$ cat src/rtl/i2c_regport_pkg.sv
package i2c_regport_pkg;

  typedef enum logic [2:0] {
    PH_IDLE, PH_RX, PH_ACK, PH_TX, PH_MACK
  } phase_t;

  typedef enum logic [1:0] {
    RL_ADDR, RL_PTR, RL_DATA
  } role_t;

  // Implemented bits of each register index.
  function automatic logic [7:0] reg_wmask(input int idx);
    logic [7:0] m;
    if (idx <= 2)       m = 8'h7F;
    else if (idx == 3)  m = 8'h07;
    else if (idx == 4)  m = 8'h3F;
    else if (idx == 5)  m = 8'h9F;
    else if (idx <= 13) m = 8'hFF;
    else if (idx == 14) m = 8'h9F;
    else if (idx == 15) m = 8'h83;
    else                m = 8'hFF;
    return m;
  endfunction

  function automatic logic addr_hit(input logic [7:0] b, input logic [6:0] dev);
    return b[7:1] == dev;
  endfunction

  function automatic logic ptr_ok(input logic [7:0] b, input int nreg);
    return int'(b) < nreg;
  endfunction

endpackage

$ cat src/rtl/i2c_regport_sync.sv
module i2c_regport_sync #(
  parameter int STAGES = 2
) (
  input  logic clk,
  input  logic rst_n,
  input  logic scl_i,
  input  logic sda_i,
  output logic scl_s,
  output logic sda_s,
  output logic scl_rise,
  output logic scl_fall,
  output logic start_evt,
  output logic stop_evt
);
  logic [STAGES-1:0] scl_q, sda_q;
  logic scl_d, sda_d;

  always_ff @(posedge clk or negedge rst_n) begin
    if (!rst_n) begin
      scl_q <= '1;
      sda_q <= '1;
      scl_d <= 1'b1;
      sda_d <= 1'b1;
    end else begin
      scl_q <= {scl_q[STAGES-2:0], scl_i};
      sda_q <= {sda_q[STAGES-2:0], sda_i};
      scl_d <= scl_q[STAGES-1];
      sda_d <= sda_q[STAGES-1];
    end
  end

  assign scl_s     = scl_q[STAGES-1];
  assign sda_s     = sda_q[STAGES-1];
  assign scl_rise  = scl_s & ~scl_d;
  assign scl_fall  = ~scl_s & scl_d;
  assign start_evt = scl_s & scl_d & sda_d & ~sda_s;
  assign stop_evt  = scl_s & scl_d & ~sda_d & sda_s;
endmodule

$ cat src/rtl/i2c_regport_fsm.sv
module i2c_regport_fsm
  import i2c_regport_pkg::*;
#(
  parameter logic [6:0] DEV_ADDR = 7'h68,
  parameter int NREG = 16,
  localparam int AW = $clog2(NREG)
) (
  input  logic          clk,
  input  logic          rst_n,
  input  logic          sda_s,
  input  logic          scl_rise,
  input  logic          scl_fall,
  input  logic          start_evt,
  input  logic          stop_evt,
  input  logic [7:0]    rd_data,
  output logic [AW-1:0] rd_addr,
  output logic          wr_en,
  output logic [AW-1:0] wr_addr,
  output logic [7:0]    wr_data,
  output logic          sda_oe,
  output logic          fsm_idle,
  output logic          ptr_rej
);
  phase_t        phase;
  role_t         role;
  logic [7:0]    sh;
  logic [3:0]    bcnt;
  logic          rw;
  logic          mack;
  logic [AW-1:0] ptr;

  always_ff @(posedge clk or negedge rst_n) begin
    if (!rst_n) begin
      phase <= PH_IDLE; role <= RL_ADDR; sh <= '0; bcnt <= '0;
      rw <= 1'b0; mack <= 1'b0; ptr <= '0; sda_oe <= 1'b0;
      wr_en <= 1'b0; wr_addr <= '0; wr_data <= '0; ptr_rej <= 1'b0;
    end else begin
      wr_en   <= 1'b0;
      ptr_rej <= 1'b0;
      if (start_evt) begin
        phase <= PH_RX; role <= RL_ADDR; bcnt <= '0; sda_oe <= 1'b0;
      end else if (stop_evt) begin
        phase <= PH_IDLE; sda_oe <= 1'b0;
      end else begin
        unique case (phase)
          PH_RX: begin
            if (scl_rise) begin
              sh   <= {sh[6:0], sda_s};
              bcnt <= bcnt + 4'd1;
            end else if (scl_fall && bcnt == 4'd8) begin
              bcnt <= '0;
              unique case (role)
                RL_ADDR: begin
                  if (addr_hit(sh, DEV_ADDR)) begin
                    rw <= sh[0]; sda_oe <= 1'b1; phase <= PH_ACK;
                  end else begin
                    phase <= PH_IDLE;
                  end
                end
                RL_PTR: begin
                  if (ptr_ok(sh, NREG)) begin
                    ptr <= sh[AW-1:0]; sda_oe <= 1'b1; phase <= PH_ACK;
                  end else begin
                    ptr_rej <= 1'b1; phase <= PH_IDLE;
                  end
                end
                default: begin
                  wr_en <= 1'b1; wr_addr <= ptr; wr_data <= sh;
                  ptr <= ptr + 1'b1; sda_oe <= 1'b1; phase <= PH_ACK;
                end
              endcase
            end
          end
          PH_ACK: begin
            if (scl_fall) begin
              if (role == RL_ADDR && rw) begin
                phase <= PH_TX; role <= RL_DATA; sh <= rd_data;
                sda_oe <= ~rd_data[7]; bcnt <= '0;
              end else begin
                sda_oe <= 1'b0; phase <= PH_RX;
                role <= (role == RL_ADDR) ? RL_PTR : RL_DATA;
              end
            end
          end
          PH_TX: begin
            if (scl_fall) begin
              if (bcnt == 4'd7) begin
                sda_oe <= 1'b0; phase <= PH_MACK; ptr <= ptr + 1'b1;
              end else begin
                sh <= {sh[6:0], 1'b0}; sda_oe <= ~sh[6]; bcnt <= bcnt + 4'd1;
              end
            end
          end
          PH_MACK: begin
            if (scl_rise) begin
              mack <= ~sda_s;
            end else if (scl_fall) begin
              if (mack) begin
                phase <= PH_TX; sh <= rd_data; sda_oe <= ~rd_data[7]; bcnt <= '0;
              end else begin
                phase <= PH_IDLE; sda_oe <= 1'b0;
              end
            end
          end
          default: ;
        endcase
      end
    end
  end

  assign rd_addr  = ptr;
  assign fsm_idle = (phase == PH_IDLE);
endmodule

$ cat src/rtl/i2c_regport_bank.sv
module i2c_regport_bank
  import i2c_regport_pkg::*;
#(
  parameter int NREG = 16,
  localparam int AW = $clog2(NREG)
) (
  input  logic            clk,
  input  logic            rst_n,
  input  logic            wr_en,
  input  logic [AW-1:0]   wr_addr,
  input  logic [7:0]      wr_data,
  input  logic [AW-1:0]   rd_addr,
  output logic [7:0]      rd_data,
  output logic [NREG*8-1:0] regs_o
);
  logic [7:0] mem [NREG];

  for (genvar i = 0; i < NREG; i++) begin : g_reg
    always_ff @(posedge clk or negedge rst_n) begin
      if (!rst_n)
        mem[i] <= '0;
      else if (wr_en && wr_addr == AW'(i))
        mem[i] <= wr_data & reg_wmask(i);
    end
    assign regs_o[i*8 +: 8] = mem[i];
  end

  assign rd_data = mem[rd_addr];
endmodule

$ cat src/rtl/i2c_regport.sv
module i2c_regport #(
  parameter logic [6:0] DEV_ADDR = 7'h68,
  parameter int NREG = 16
) (
  input  logic              clk,
  input  logic              rst_n,
  input  logic              scl_i,
  input  logic              sda_i,
  output logic              sda_oe,
  output logic [NREG*8-1:0] regs_o
);
  localparam int AW = $clog2(NREG);

  logic scl_s, sda_s, scl_rise, scl_fall, start_evt, stop_evt;
  logic wr_en, fsm_idle, ptr_rej;
  logic [AW-1:0] wr_addr, rd_addr;
  logic [7:0] wr_data, rd_data;

  i2c_regport_sync #(.STAGES(2)) u_sync (
    .clk(clk), .rst_n(rst_n), .scl_i(scl_i), .sda_i(sda_i),
    .scl_s(scl_s), .sda_s(sda_s), .scl_rise(scl_rise), .scl_fall(scl_fall),
    .start_evt(start_evt), .stop_evt(stop_evt)
  );

  i2c_regport_fsm #(.DEV_ADDR(DEV_ADDR), .NREG(NREG)) u_fsm (
    .clk(clk), .rst_n(rst_n), .sda_s(sda_s), .scl_rise(scl_rise),
    .scl_fall(scl_fall), .start_evt(start_evt), .stop_evt(stop_evt),
    .rd_data(rd_data), .rd_addr(rd_addr), .wr_en(wr_en), .wr_addr(wr_addr),
    .wr_data(wr_data), .sda_oe(sda_oe), .fsm_idle(fsm_idle), .ptr_rej(ptr_rej)
  );

  i2c_regport_bank #(.NREG(NREG)) u_bank (
    .clk(clk), .rst_n(rst_n), .wr_en(wr_en), .wr_addr(wr_addr),
    .wr_data(wr_data), .rd_addr(rd_addr), .rd_data(rd_data), .regs_o(regs_o)
  );
endmodule

$ cat config.mk
export PLATFORM = sky130hd
export DESIGN_NAME = i2c_regport
export DESIGN_NICKNAME = d
export VERILOG_FILES = /design/src/rtl/i2c_regport_pkg.sv /design/src/rtl/i2c_regport_sync.sv /design/src/rtl/i2c_regport_fsm.sv /design/src/rtl/i2c_regport_bank.sv /design/src/rtl/i2c_regport.sv
export SDC_FILE = /design/constraint.sdc
export NUM_CORES = 1
export LEC_CHECK = 0
export ABC_AREA = 1
export ABC_CLOCK_PERIOD_IN_PS = 3600
export CORE_MARGIN = 2
export CORE_UTILIZATION = 45
export DETAILED_ROUTE_END_ITERATION = 6
export GPL_ROUTABILITY_DRIVEN = 0
export GPL_TIMING_DRIVEN = 0
export PLACE_DENSITY = 0.79
export SETUP_SLACK_MARGIN = 0.05
export SYNTH_ARGS = -nofsm -noshare
export SYNTH_HDL_FRONTEND = slang
export SYNTH_SLANG_ARGS = --single-unit
$ cat constraint.sdc
create_clock -name clk -period 3.6 [get_ports clk]
set_clock_uncertainty 0.2 [all_clocks]
set_input_delay 0.54 -clock clk [delete_from_list [all_inputs] [get_ports clk]]
set_output_delay 0.54 -clock clk [all_outputs]
set_load 0.1 [all_outputs]
==> flow_metrics.tcl, run 1 <==
set metrics [dict create \
    tritoncts "yes" \
    cts_sinks 152 \
    synthArstFlopShare_pct 100.0 \
    die_w_um 133.7 \
    core_area_um2 16520 \
    place_area_um2 9067 \
    grt_pass1_wl_um 36300 \
    synth_compound_area_share_pct 13.73 \
    period_needed_ns 2.801 \
    synthCells 972 \
    hold_path_class "flip-flop to flip-flop" \
    diodes 0 \
    grt_max_degree 103 \
    synthSimpleGateAreaFrac_pct 25.85 \
    synth_xor_area_share_pct 0.4631 \
    grt_pass1_vias 6771 \
    ys_types 35 \
    io_pins 133 \
    synth_area_leaders "dfrtp_1, nand2_1, o21ai_0" \
    grt_overflow 0 \
    dpl.hpwl_um 16960 \
    final-setup-viol-count 0 \
    insertion_delay_ns 0.43 \
    wire_per_inst_um 17.11 \
    rows 47 \
    crit_required_ns 2.86 \
    drc_errors 0 \
    dp.cells 1324 \
    die_h_um 133.7 \
    fmax_mhz 357.0 \
    ir_drop_mv 0.3130 \
    io_buffers 113 \
    period_share_pct 77.81 \
    avgSynthCellArea_um2 7.783 \
    critPathKind "flip-flop to output pin" \
    fillers 1417 \
    slew_violations 0 \
    crit_slowest_cell "clkdlybuf4s50_1" \
    dr.pass1.iters 6 \
    max_slew_margin_pct 33.97 \
    cp_slowest_stage_delay_ns 1.17 \
    synth_top_family_by_area "simple AND/OR/NAND/NOR gates" \
    drt-initial-drc-count 794 \
    cp-end-kind "output pin" \
    yosysSeqAreaShare_pct 50.38 \
    cts_resized 0 \
    cts_buffer_depth 2 \
    route.antenna.remaining_nets 0 \
    yosys_warnings 0 \
    finalNonFillerCells 1357 \
    crit_path_start_kind "flip-flop" \
    detail_route.vias_per_cell 5.385 \
    synth_top_area_share_pct 48.30 \
    yosysTopAreaCell "dfrtp_1" \
    post-synth-top-count-cell "nand2_1" \
    vias 7308 \
    ys_top_cells_by_count "nand2_1, dfrtp_1, o21ai_0" \
    crit_arrival_ns 2.06 \
    crit_chain "clkdlybuf4s50_1" \
    synth-seq-cells 152 \
    antenna_found_initial 0 \
    drt-total-wl_um 23230 \
    rsz0062_at_grt "false" \
    p_per_area_nw_per_um2 553.8 \
    cp_top_family "buffers and inverters" \
    synth_edf_count 0 \
    cts.root.buffer_cell "clkbuf_16" \
    numCtsBuffers 17 \
    power.leakage_nw 4.427 \
    path_buf_inv 1 \
    cts.hold.buffers_added 1 \
    synthAdderAreaFrac_pct 0.4962 \
    fin_area_um2 9668 \
    cp_max_fo 3 \
    area_growth_pct 27.80 \
    tightestPinTransition_ns 0.9874 \
    synth-main-ff-cell "dfrtp_1" \
    status "completed" \
    fin_nets 1131 \
    regArea_um2 3811 \
    postCtsSetupRepairBufs 0 \
    multi_input_area_um2 3138 \
    htreeDepth 4 \
    yosys-mux-area-fraction_pct 0 \
    hold_viol 0 \
    p_total_mw 5.355 \
    syn_area_um2 7565 \
    drive_gt1_share_pct 10.20 \
    initial_utilization_pct 45.78 \
    die-area_um2 17860 \
    cap_violations 0 \
    clk_pin_slew_ns 0.06 \
    grt_util_all_layers_pct 26.38 \
]
-- metal layers --
layer  vias to the layer above  share of wire [%]  global-route usage, %
met5                         -                  0                      0
met4                         0                3.3                  9.811
met3                        66                 11                  7.002
met2                       441                 43                  38.95
met1                      3408                 42                  37.43
li1                       3393                  -                      -
-- cell type report --
cell class	instances	area share, %
Clock buffer	17	4.400
Multi-Input combinational cell	690	32.46
Buffer	59	3.598
Inverter	89	3.468
Tap cell	220	2.847
Sequential cell	152	39.42
Clock inverter	15	1.708
Timing Repair Buffer	115	12.10
-- worst paths after layout --
check	start	to	slack [ns]	cells past startpoint
max in group asynchronous	rst_n	u_fsm.wr_data[7]	1.93	3
min in group asynchronous	rst_n	u_bank.regs_o[22]	0.41	2
worst max-delay path	u_bank.regs_o[109]	regs_o[109]	0.80	1
worst max register to register	u_fsm.rd_addr[1]	u_fsm.sh[2]	1.41	10
worst min register to register	u_sync.sda_q[0]	u_sync.sda_q[1]	0.16	0
worst min-delay path	u_sync.sda_q[0]	u_sync.sda_q[1]	0.16	0
-- metrics by stage --
| step | TNS, ns | hold slack (ns) | setup slack (ns) | util, % |
|---|---|---|---|---|
| after floorplan | 0 | 0.04441 | 1.703 | - |
| after global placement | -630.41 | 0.1457 | -4.232 | 54.70 |
| after detailed placement | 0 | 0.1470 | 1.276 | 54.87 |
| after CTS | 0 | 0.1556 | 0.8108 | 58.51 |
| after global routing | 0 | 0.1608 | 0.7993 | 58.51 |
| final | 0 | 0.1565 | 0.7990 | 58.51 |
-- registers in the layout (all words and copies together), names as in the netlist --
| name | cells |
|---|---|
| u_bank.regs_o | 109 |
| u_fsm.sh | 8 |
| u_fsm.wr_data | 8 |
| u_fsm.bcnt | 4 |
| u_fsm.rd_addr | 4 |
| u_fsm.wr_addr | 4 |
| u_fsm.phase | 3 |
| u_fsm.role | 2 |
| u_sync.scl_q | 2 |
| u_sync.sda_q | 2 |
| u_fsm.mack | 1 |
| u_fsm.rw | 1 |
| u_fsm.sda_oe | 1 |
| u_fsm.wr_en | 1 |
| u_sync.scl_d | 1 |
| u_sync.sda_d | 1 |
-- cells in the final DEF, fill, tap and decap left out, types with 4 or more instances in the layout --
| master | instances |
|---|---|
| dfrtp_1 | 146 |
| conb_1 | 19 |
| dfstp_2 | 6 |
| clkbuf_16 | 17 |
| inv_1 | 79 |
| inv_2 | 9 |
| nand2_1 | 301 |
| nand3_1 | 53 |
| clkinv_2 | 4 |
| o21ai_0 | 135 |
| buf_2 | 11 |
| nor2_1 | 88 |
| o21ai_1 | 20 |
| buf_4 | 24 |
| clkdlybuf4s50_1 | 112 |
| clkbuf_1 | 20 |
| a21oi_1 | 22 |
| xor2_1 | 4 |
| nor2_2 | 6 |
| buf_6 | 4 |
| o211ai_1 | 8 |
| o21ai_2 | 7 |
| inv_6 | 4 |
-- logic make-up (layout without fill, tap and decap cells) --
kind of cell,count (synthesis),in the layout
simple gates,468,468
compound gates,196,196
flops,152,152
xor+xnor,4,4
fa+ha+maj,3,3
other cells,1,19
buf+inv,148,295
-- power by group --
group	switching, mW	leakage [nW]	total [mW]	internal [mW]
clock network	0.769	0.288	1.81	1.04
logic	1.18	2.07	1.65	0.470
registers	0.0910	2.07	1.90	1.81
total	2.04	4.43	5.35	3.32
(Power assumes the default switching activity.)
==> inputs of run 2 (changes only) <==
- ABC_CLOCK_PERIOD_IN_PS: 3600 -> 2800
- clock period: 3.6 -> 2.8 ns (I/O delays scaled with it)
==> results of run 2 <==
The final DEF is identical to that of run 1. Status: completed.
Among the figures that moved: setup slack after placement 1.276 ns -> 0.5955 ns; setup slack after layout 0.7990 ns -> 0.1190 ns; register-to-register setup slack 1.41 ns -> 0.61 ns; total power 5.355 mW -> 6.884 mW; worst IR drop on VDD 0.3130 mV -> 0.4024 mV
